===== src/rtl/wake_filter_pkg.sv =====
package wake_filter_pkg;
    typedef enum logic [1:0] {
        ST_OFF   = 2'd0,
        ST_ARMED = 2'd1,
        ST_LOCK  = 2'd2,
        ST_WAKE  = 2'd3
    } wf_state_e;
endpackage


===== src/rtl/bit_sync.sv =====
module bit_sync #(
    parameter int STAGES = 2
) (
    input  logic clk,
    input  logic rst_n,
    input  logic d_i,
    output logic q_o
);
    logic [STAGES-1:0] chain;

    generate
        for (genvar s = 0; s < STAGES; s++) begin : g_stage
            if (s == 0) begin : g_first
                always_ff @(posedge clk or negedge rst_n) begin
                    if (!rst_n) chain[0] <= 1'b0;
                    else        chain[0] <= d_i;
                end
            end else begin : g_rest
                always_ff @(posedge clk or negedge rst_n) begin
                    if (!rst_n) chain[s] <= 1'b0;
                    else        chain[s] <= chain[s-1];
                end
            end
        end
    endgenerate

    assign q_o = chain[STAGES-1];
endmodule


===== src/rtl/run_counter.sv =====
module run_counter #(
    parameter int LIMIT = 400
) (
    input  logic clk,
    input  logic rst_n,
    input  logic clr_i,
    input  logic inc_i,
    output logic hit_o
);
    localparam int W = $clog2(LIMIT + 1);
    localparam logic [W-1:0] LAST = W'(LIMIT - 1);

    logic [W-1:0] cnt;

    assign hit_o = inc_i && (cnt == LAST);

    always_ff @(posedge clk or negedge rst_n) begin
        if (!rst_n) begin
            cnt <= '0;
        end else if (clr_i || hit_o) begin
            cnt <= '0;
        end else if (inc_i) begin
            cnt <= cnt + 1'b1;
        end
    end

    // the run count never passes the last value before the limit
    a_r4_cnt_bound: assert property (@(posedge clk) disable iff (!rst_n)
        cnt <= LAST);
endmodule


===== src/rtl/wake_fsm.sv =====
module wake_fsm
    import wake_filter_pkg::*;
(
    input  logic clk,
    input  logic rst_n,
    input  logic standby_i,
    input  logic dom_i,
    input  logic dom_hit_i,
    input  logic clr_hit_i,
    output logic armed_o,
    output logic lock_o,
    output logic req_n_o
);
    wf_state_e state, state_nx;

    always_comb begin
        state_nx = state;
        unique case (state)
            ST_OFF:   if (standby_i) state_nx = dom_i ? ST_LOCK : ST_ARMED;
            ST_ARMED: if (dom_hit_i) state_nx = ST_WAKE;
            ST_LOCK:  if (clr_hit_i) state_nx = ST_ARMED;
            ST_WAKE:  if (!dom_i)    state_nx = ST_ARMED;
        endcase
        if (!standby_i) state_nx = ST_OFF;
    end

    always_ff @(posedge clk or negedge rst_n) begin
        if (!rst_n) state <= ST_OFF;
        else        state <= state_nx;
    end

    always_comb begin
        armed_o = 1'b0;
        lock_o  = 1'b0;
        req_n_o = 1'b1;
        unique case (state)
            ST_OFF:   ;
            ST_ARMED: armed_o = 1'b1;
            ST_LOCK:  lock_o  = 1'b1;
            ST_WAKE:  req_n_o = 1'b0;
        endcase
    end

    // a request is only ever held after a dominant sample
    a_r3_wake_on_dom: assert property (@(posedge clk) disable iff (!rst_n)
        (state == ST_WAKE) |-> $past(dom_i));
    // entering standby on a dominant bus arms the lockout
    a_r6_lock_entry: assert property (@(posedge clk) disable iff (!rst_n)
        (state == ST_OFF && standby_i && dom_i) |=> (state == ST_LOCK));
    // the lockout never turns straight into a request
    a_r7_lock_no_wake: assert property (@(posedge clk) disable iff (!rst_n)
        (state == ST_LOCK) |=> (state != ST_WAKE));
    // a recessive sample ends the request
    a_r5_release: assert property (@(posedge clk) disable iff (!rst_n)
        (state == ST_WAKE && standby_i && !dom_i) |=> (state == ST_ARMED));
    // leaving standby idles the machine
    a_r9_leave_off: assert property (@(posedge clk) disable iff (!rst_n)
        !standby_i |=> (state == ST_OFF));
endmodule


===== src/rtl/bus_wake_filter.sv =====
module bus_wake_filter #(
    parameter int FILT_CYCLES  = 400,
    parameter int CLEAR_CYCLES = 320,
    parameter int SYNC_STAGES  = 2
) (
    input  logic clk,
    input  logic rst_n,
    input  logic standby_i,
    input  logic bus_dom_i,
    input  logic norm_rx_i,
    output logic rx_o
);
    logic dom_s;
    logic armed, lock, req_n;
    logic dom_hit, clr_hit;
    logic dom_inc, rec_inc;

    bit_sync #(.STAGES(SYNC_STAGES)) u_sync (
        .clk(clk), .rst_n(rst_n), .d_i(bus_dom_i), .q_o(dom_s)
    );

    assign dom_inc = armed && dom_s;
    assign rec_inc = lock && !dom_s;

    run_counter #(.LIMIT(FILT_CYCLES)) u_dom_run (
        .clk(clk), .rst_n(rst_n), .clr_i(!dom_inc), .inc_i(dom_inc), .hit_o(dom_hit)
    );

    run_counter #(.LIMIT(CLEAR_CYCLES)) u_rec_run (
        .clk(clk), .rst_n(rst_n), .clr_i(!rec_inc), .inc_i(rec_inc), .hit_o(clr_hit)
    );

    wake_fsm u_fsm (
        .clk(clk), .rst_n(rst_n), .standby_i(standby_i), .dom_i(dom_s),
        .dom_hit_i(dom_hit), .clr_hit_i(clr_hit),
        .armed_o(armed), .lock_o(lock), .req_n_o(req_n)
    );

    assign rx_o = standby_i ? req_n : norm_rx_i;

    // while locked out the receive output stays recessive in standby
    a_r6_locked_high: assert property (@(posedge clk) disable iff (!rst_n)
        (lock && standby_i) |-> rx_o);
endmodule


===== config.mk =====
export PLATFORM = sky130hd
export DESIGN_NAME = bus_wake_filter
export DESIGN_NICKNAME = d
export VERILOG_FILES = /design/src/rtl/wake_filter_pkg.sv /design/src/rtl/bit_sync.sv /design/src/rtl/run_counter.sv /design/src/rtl/wake_fsm.sv /design/src/rtl/bus_wake_filter.sv
export SDC_FILE = /design/constraint.sdc
export NUM_CORES = 1
export LEC_CHECK = 0
export BUFFER_PORTS_ARGS = -buffer_cell sky130_fd_sc_hd__buf_2
export CORE_MARGIN = 3
export CORE_UTILIZATION = 55
export DETAILED_ROUTE_END_ITERATION = 6
export GPL_ROUTABILITY_DRIVEN = 0
export GPL_TIMING_DRIVEN = 0
export PLACE_DENSITY = 0.73
export SLEW_MARGIN = 40
export SYNTH_ARGS = -nofsm -noshare
export SYNTH_HDL_FRONTEND = slang
export SYNTH_SLANG_ARGS = --single-unit

===== constraint.sdc =====
create_clock -name clk -period 2 [get_ports clk]
set_input_delay 0.1 -clock clk [delete_from_list [all_inputs] [get_ports clk]]
set_output_delay 0.1 -clock clk [all_outputs]
set_load 0.01 [all_outputs]

Yosys cells after proc, flatten, opt, wreduce, memory -nomap -nowiden --
Cells that the tools add are included.
Cells by class: equality and inequality tests 8, order comparisons 0, add/sub/neg operators 2, reduce and logical (&&, ||, !) cells 13, bitwise logic cells 0, shift operators 0, divide/modulo/power cells 0, $mul 0, muxes and demuxes 14
Operators by type and width (count):
- 2-to-1 mux 9 bit | 4
- adder 9 x 1 -> 9 bit (second input constant) | 2
- == test 9 bit (second input constant) | 2
- 2-to-1 mux 2 bit | 5
- inequality test 3 bit (second input constant) | 3
- case mux 2 bit (4 select lines) | 1
- == test 2 bit (second input constant) | 2
- logical AND 1 bit | 4
- 2-to-1 mux 1 bit | 4
- nonzero test 2 bit | 2
- zero test 1 bit | 3
- AND reduction 3 bit | 1
- == test 2 x 1 -> 1 bit (second input constant) | 1
- zero test 2 bit | 1
- logical OR 1 bit | 2
Word-level totals: latch bits 0, bits in writable memories 0, memories 0, bits in read-only memories 0, output and inout port bits 1, register bits 22, bits of input ports 5, logic and storage cells 42

Depth between registers and ports, before layout --
depth in word-level cells 7, gate-level depth with buffers 4

Cells and area by module --
Synthesis repeated with hierarchy kept, for this count alone.
Second synthesis, totals: cell total of the unflattened synthesis 119, area total of the unflattened synthesis 1204.9 sq um
By module, submodules not included:
- run_counter at u_rec_run | cells an instance 50, times used 1, area each 500.5 sq um
- run_counter at u_dom_run | cells an instance 50, times used 1, area each 496.7 sq um
- wake_fsm | cells an instance 12, times used 1, area each 120.1 sq um
- bit_sync | cells an instance 2, times used 1, area each 50.0 sq um
- bus_wake_filter | cells an instance 5, times used 1, area each 37.5 sq um

Least setup slack after synthesis --
OpenSTA, ideal clock, no wires.
kind register -> register, start register u_dom_run.cnt[5], end register u_dom_run.cnt[2], setup slack 0.587 ns, setup time 0.131 ns, data arrival time 1.282 ns, required time 1.869 ns, path buffers 0, cell stages (with the launch flop) 4, clock period less this slack 1.413 ns, cells stage by stage dfrtp_1 or4b_4 o2111ai_4 nor2_1
On the way: word-level cells in the longest chain between the ends 4, elaborated cells on any way between the ends 5, those cells by class 1 x eq/ne; 1 x mux; 3 x reduce/logical
RTL lines:
- from (decl) | line run_counter.sv:13 | logic [W-1:0] cnt;
- from (signal assigned) | line run_counter.sv:23 | cnt <= cnt + 1'b1;
- == test 9 bit (*) | line run_counter.sv:15 | assign hit_o = inc_i && (cnt == LAST);
- logical AND 1 bit (*) | line run_counter.sv:15
- logical OR 1 bit (*) | line run_counter.sv:20 | end else if (clr_i || hit_o) begin
- 2-to-1 mux 9 bit / nonzero test 2 bit (equally long branches)
Mark *: on every way between the ends. The rest lies on a longest branch, timed or not. A chain may end at the register's enable or synchronous reset.

Worst setup path in the final report --
Ends and elaborated chain as after synthesis.

==> run_results.csv <==
group,metric,value,unit
sta,fin_crit,1.54,ns
cts,cts.repair.resized,0,
sta,tightest_slew,0.463,ns
layout,seqCellArea,551,um^2
setup_path,rr_startpoint,"u_dom_run.cnt[5]$_DFFE_PN0P_",
synth,synth_fa_ha_area_share,2.48,%
layout,fillers,128,
synth,syn_avg_cell_area,10.4,um^2
setup_path,worst_setup_path_end_kind,"flop",
cts,root_buffer,"clkbuf_4",
setup_path,ff2ff_setup_slack,0.46,ns
synth,yosysTopAreaCell,"dfrtp_1",
sta,rsz0062_at_grt,"no",
setup_path,r2r-end,"u_dom_run.cnt[2]$_DFFE_PN0P_",
sta,final-hold-violation-count,0,
layout,instances_no_fill,132,
placed_design,dp.cells,126,
drt,ant_nets,0,
setup_path,ff2ff_path_depth,3,
cts,htreeDepth,1,
synth,synth_ff_type,"dfrtp_1",
global_route,grt_max_degree,23,
layout,multi_input_area,434,um^2
drt,drc,0,
drt,avgRoutedWirePerCell,12.6,um
sta,timing_max_transition_violations_final,0,
synth,synthCells,97,
synth,synth_compound_area_share,15.6,%
synth,synth_top_family_by_area,"simple AND/OR/NAND/NOR gates",
die,dieWidth,48.9,um
synth,synth_area,1010,um^2
synth,netlist.area_leader.share,54.5,%
die,core-area,1610,um^2
global_route,grt_overflow,0,
die,num_rows,14,
run_status,status,"completed",
synth,synth.ff_latch_count,22,
setup_path,critical_path_class,"flop to flop",
die,start_util,62.7,%
setup_path,arrival,1.74,ns
synth,async_reset_ff_share,100,%
worst_hold_path,min_path_type,"input pin to flop",
sta,max_freq,650,MHz
layout,fin_nets,116,
sta,finalSetupViolCount,0,
setup_path,startpoint,"u_dom_run.cnt[5]$_DFFE_PN0P_",
layout,areaGrowthSynthToFinish,11.0,%
setup_path,worstPathMaxFanout,9,
synth,synth_most_common_cell,"dfrtp_1",
synth,synth-edff-count,0,
sta,max-slew-margin-rel,69.1,%
die,io_pins,6,
synth,synth_warnings,0,
drt,vias,730,
global_route,grt_pass1_vias,676,
synth,synthTopCellsByCount,"dfrtp_1 (22), nor2_1 (13), a21oi_1 (8), o21ai_0 (8), inv_1 (7)",
placed_design,dp_hpwl,1200,um
power,power_leakage,0.000453,uW
setup_path,crit_end,"u_dom_run.cnt[2]$_DFFE_PN0P_",
synth,seq_area_frac_synth,54.5,%
cts,tritoncts,"done",
drt,wl,1660,um
placed_design,portBuffers,5,
layout,antennaDiodeCount,0,
cts,clk_latency,0.31,ns
global_route,grt_antenna_before_repair,0,
power,cellPowerDensity,675,nW/um^2
synth,synth-simple-area-share,19.7,%
synth,synth_xor_area_share,5.20,%
setup_path,worstPathRequired,2.20,ns
die,die-area,2390,um^2
cts,cts_buffers,3,
cts,postCtsSetupBuffers,0,
setup_path,start_kind,"flop",
job,cap_violations,0,
sta,post-route-period-util,76.9,%
global_route,grt_pass1_wl,3010,um
layout,final_layout_size_suffix_gt1_share,12.0,%
drt,drt_iter0_markers,17,
sta,fin_tns_setup,0,ns
worst_hold_path,worstHoldPathCells,2,
sta,fin_worst_skew,0.00985,ns
synth,synth_nets,104,
synth,synth.mux.area_fraction,0,%
drt,dr.pass1.iters,4,
die,die_h,48.9,um
synth,synthDistinctLibCells,24,
cts,clockBufferDepth,2,
synth,synth_area_leaders,"dfrtp_1 (54%), nor2_1 (4.8%), a21oi_1 (4.0%)",
power,ir_drop,445,uV
cts,cts_num_sinks,22,
cts,clkTransAtPathRegs,0.12,ns
drt,avgViaCountPerCell,5.53,
global_route,grt.total_usage,16.6,%
[registers in the layout, summed over array words and instances, names as in the netlist]
signal         cells
u_dom_run.cnt      9
u_rec_run.cnt      9
u_fsm.state        2
u_sync.chain       1
u_sync.q_o         1
[stage by stage]
stage / setup WS [ns] / power, uW / cell area, um^2 / hold WS (ns) / util, %
after global routing: 0.383 / 802 / 1120 / 0.0584 / 69.6
after CTS: 0.457 / 771 / 1120 / 0.0619 / 69.6
after floorplan: 0.587 / 499 / 1010 / -0.196 / -
after global placement: 0.499 / 519 / 1070 / 0.0837 / 66.1
final: 0.462 / 758 / 1120 / 0.0713 / 69.6
after detailed placement: 0.475 / 521 / 1070 / 0.0803 / 66.1
[critical path: stages, from the launching register on]
cell and delay (ns):
dfrtp_1 0.43, or4b_4 0.57, o2111ai_4 0.33, nor2_1 0.09
[power breakdown]
| part | internal [uW] | leakage (uW) | switching (uW) |
|---|---|---|---|
| clock network | 111 | 0.0000210 | 132 |
| logic | 19.2 | 0.000132 | 30.1 |
| registers | 455 | 0.000299 | 10.4 |
| total | 585 | 0.000453 | 173 |
[metal layers]
| layer | vias to the layer above | GRT usage [%] | wire (um) |
|---|---|---|---|
| li1 | 367 | - | - |
| met3 | 5 | 3.06 | 69 |
| met5 | - | 0 | 0 |
| met2 | 14 | 23.1 | 699 |
| met4 | 0 | 12.8 | 56 |
| met1 | 344 | 22.6 | 835 |
[layout by cell type (no fill, tap or decap), types with 2 or more instances in the layout]
cell type,n
a21oi_1,8
buf_2,5
clkbuf_4,3
dfrtp_1,22
dlygate4sd3_1,2
ha_1,2
inv_1,7
nand2_1,3
nand3_1,6
nand4_1,4
nor2_1,13
o21ai_0,8
or3_1,6
xnor2_1,3
xor2_1,3
[cell families (layout without fill, tap and decap cells)]
kind of cell,count (synthesis),after routing
AO/OA/AOI/OAI,23,23
XOR/XNOR,6,6
adder cells (fa/ha/maj),2,2
buffers and inverters,7,18
flip-flops,22,22
AND/OR/NAND/NOR,37,37
[what timing repair did]
item                                    4_1_cts  5_1_grt
hold buffers                                  2        0
hold endpoints to repair                     23        0
endpoints found under the setup margin        0        0
[cell type report]
class / instances / share of cell area, %
clock buffers: 4 / 3.23
inverters: 7 / 2.34
multi-input cells: 68 / 38.7
flip-flops and latches: 22 / 49.1
well taps: 24 / 2.68
repair buffers: 7 / 4.01
[worst min path at each step]
stage	start	end	slack [ns]
finish	standby_i	u_fsm.state[0]$_DFFE_PN0P_	0.07
global route	standby_i	u_fsm.state[0]$_DFFE_PN0P_	0.06
global placement	rst_n	u_dom_run.cnt[4]$_DFFE_PN0P_	0.08
CTS	standby_i	u_fsm.state[0]$_DFFE_PN0P_	0.06
floorplan	rst_n	u_dom_run.cnt[0]$_DFFE_PN0P_	-0.20
detailed placement	rst_n	u_dom_run.cnt[4]$_DFFE_PN0P_	0.08
(Power assumes the default switching activity.)
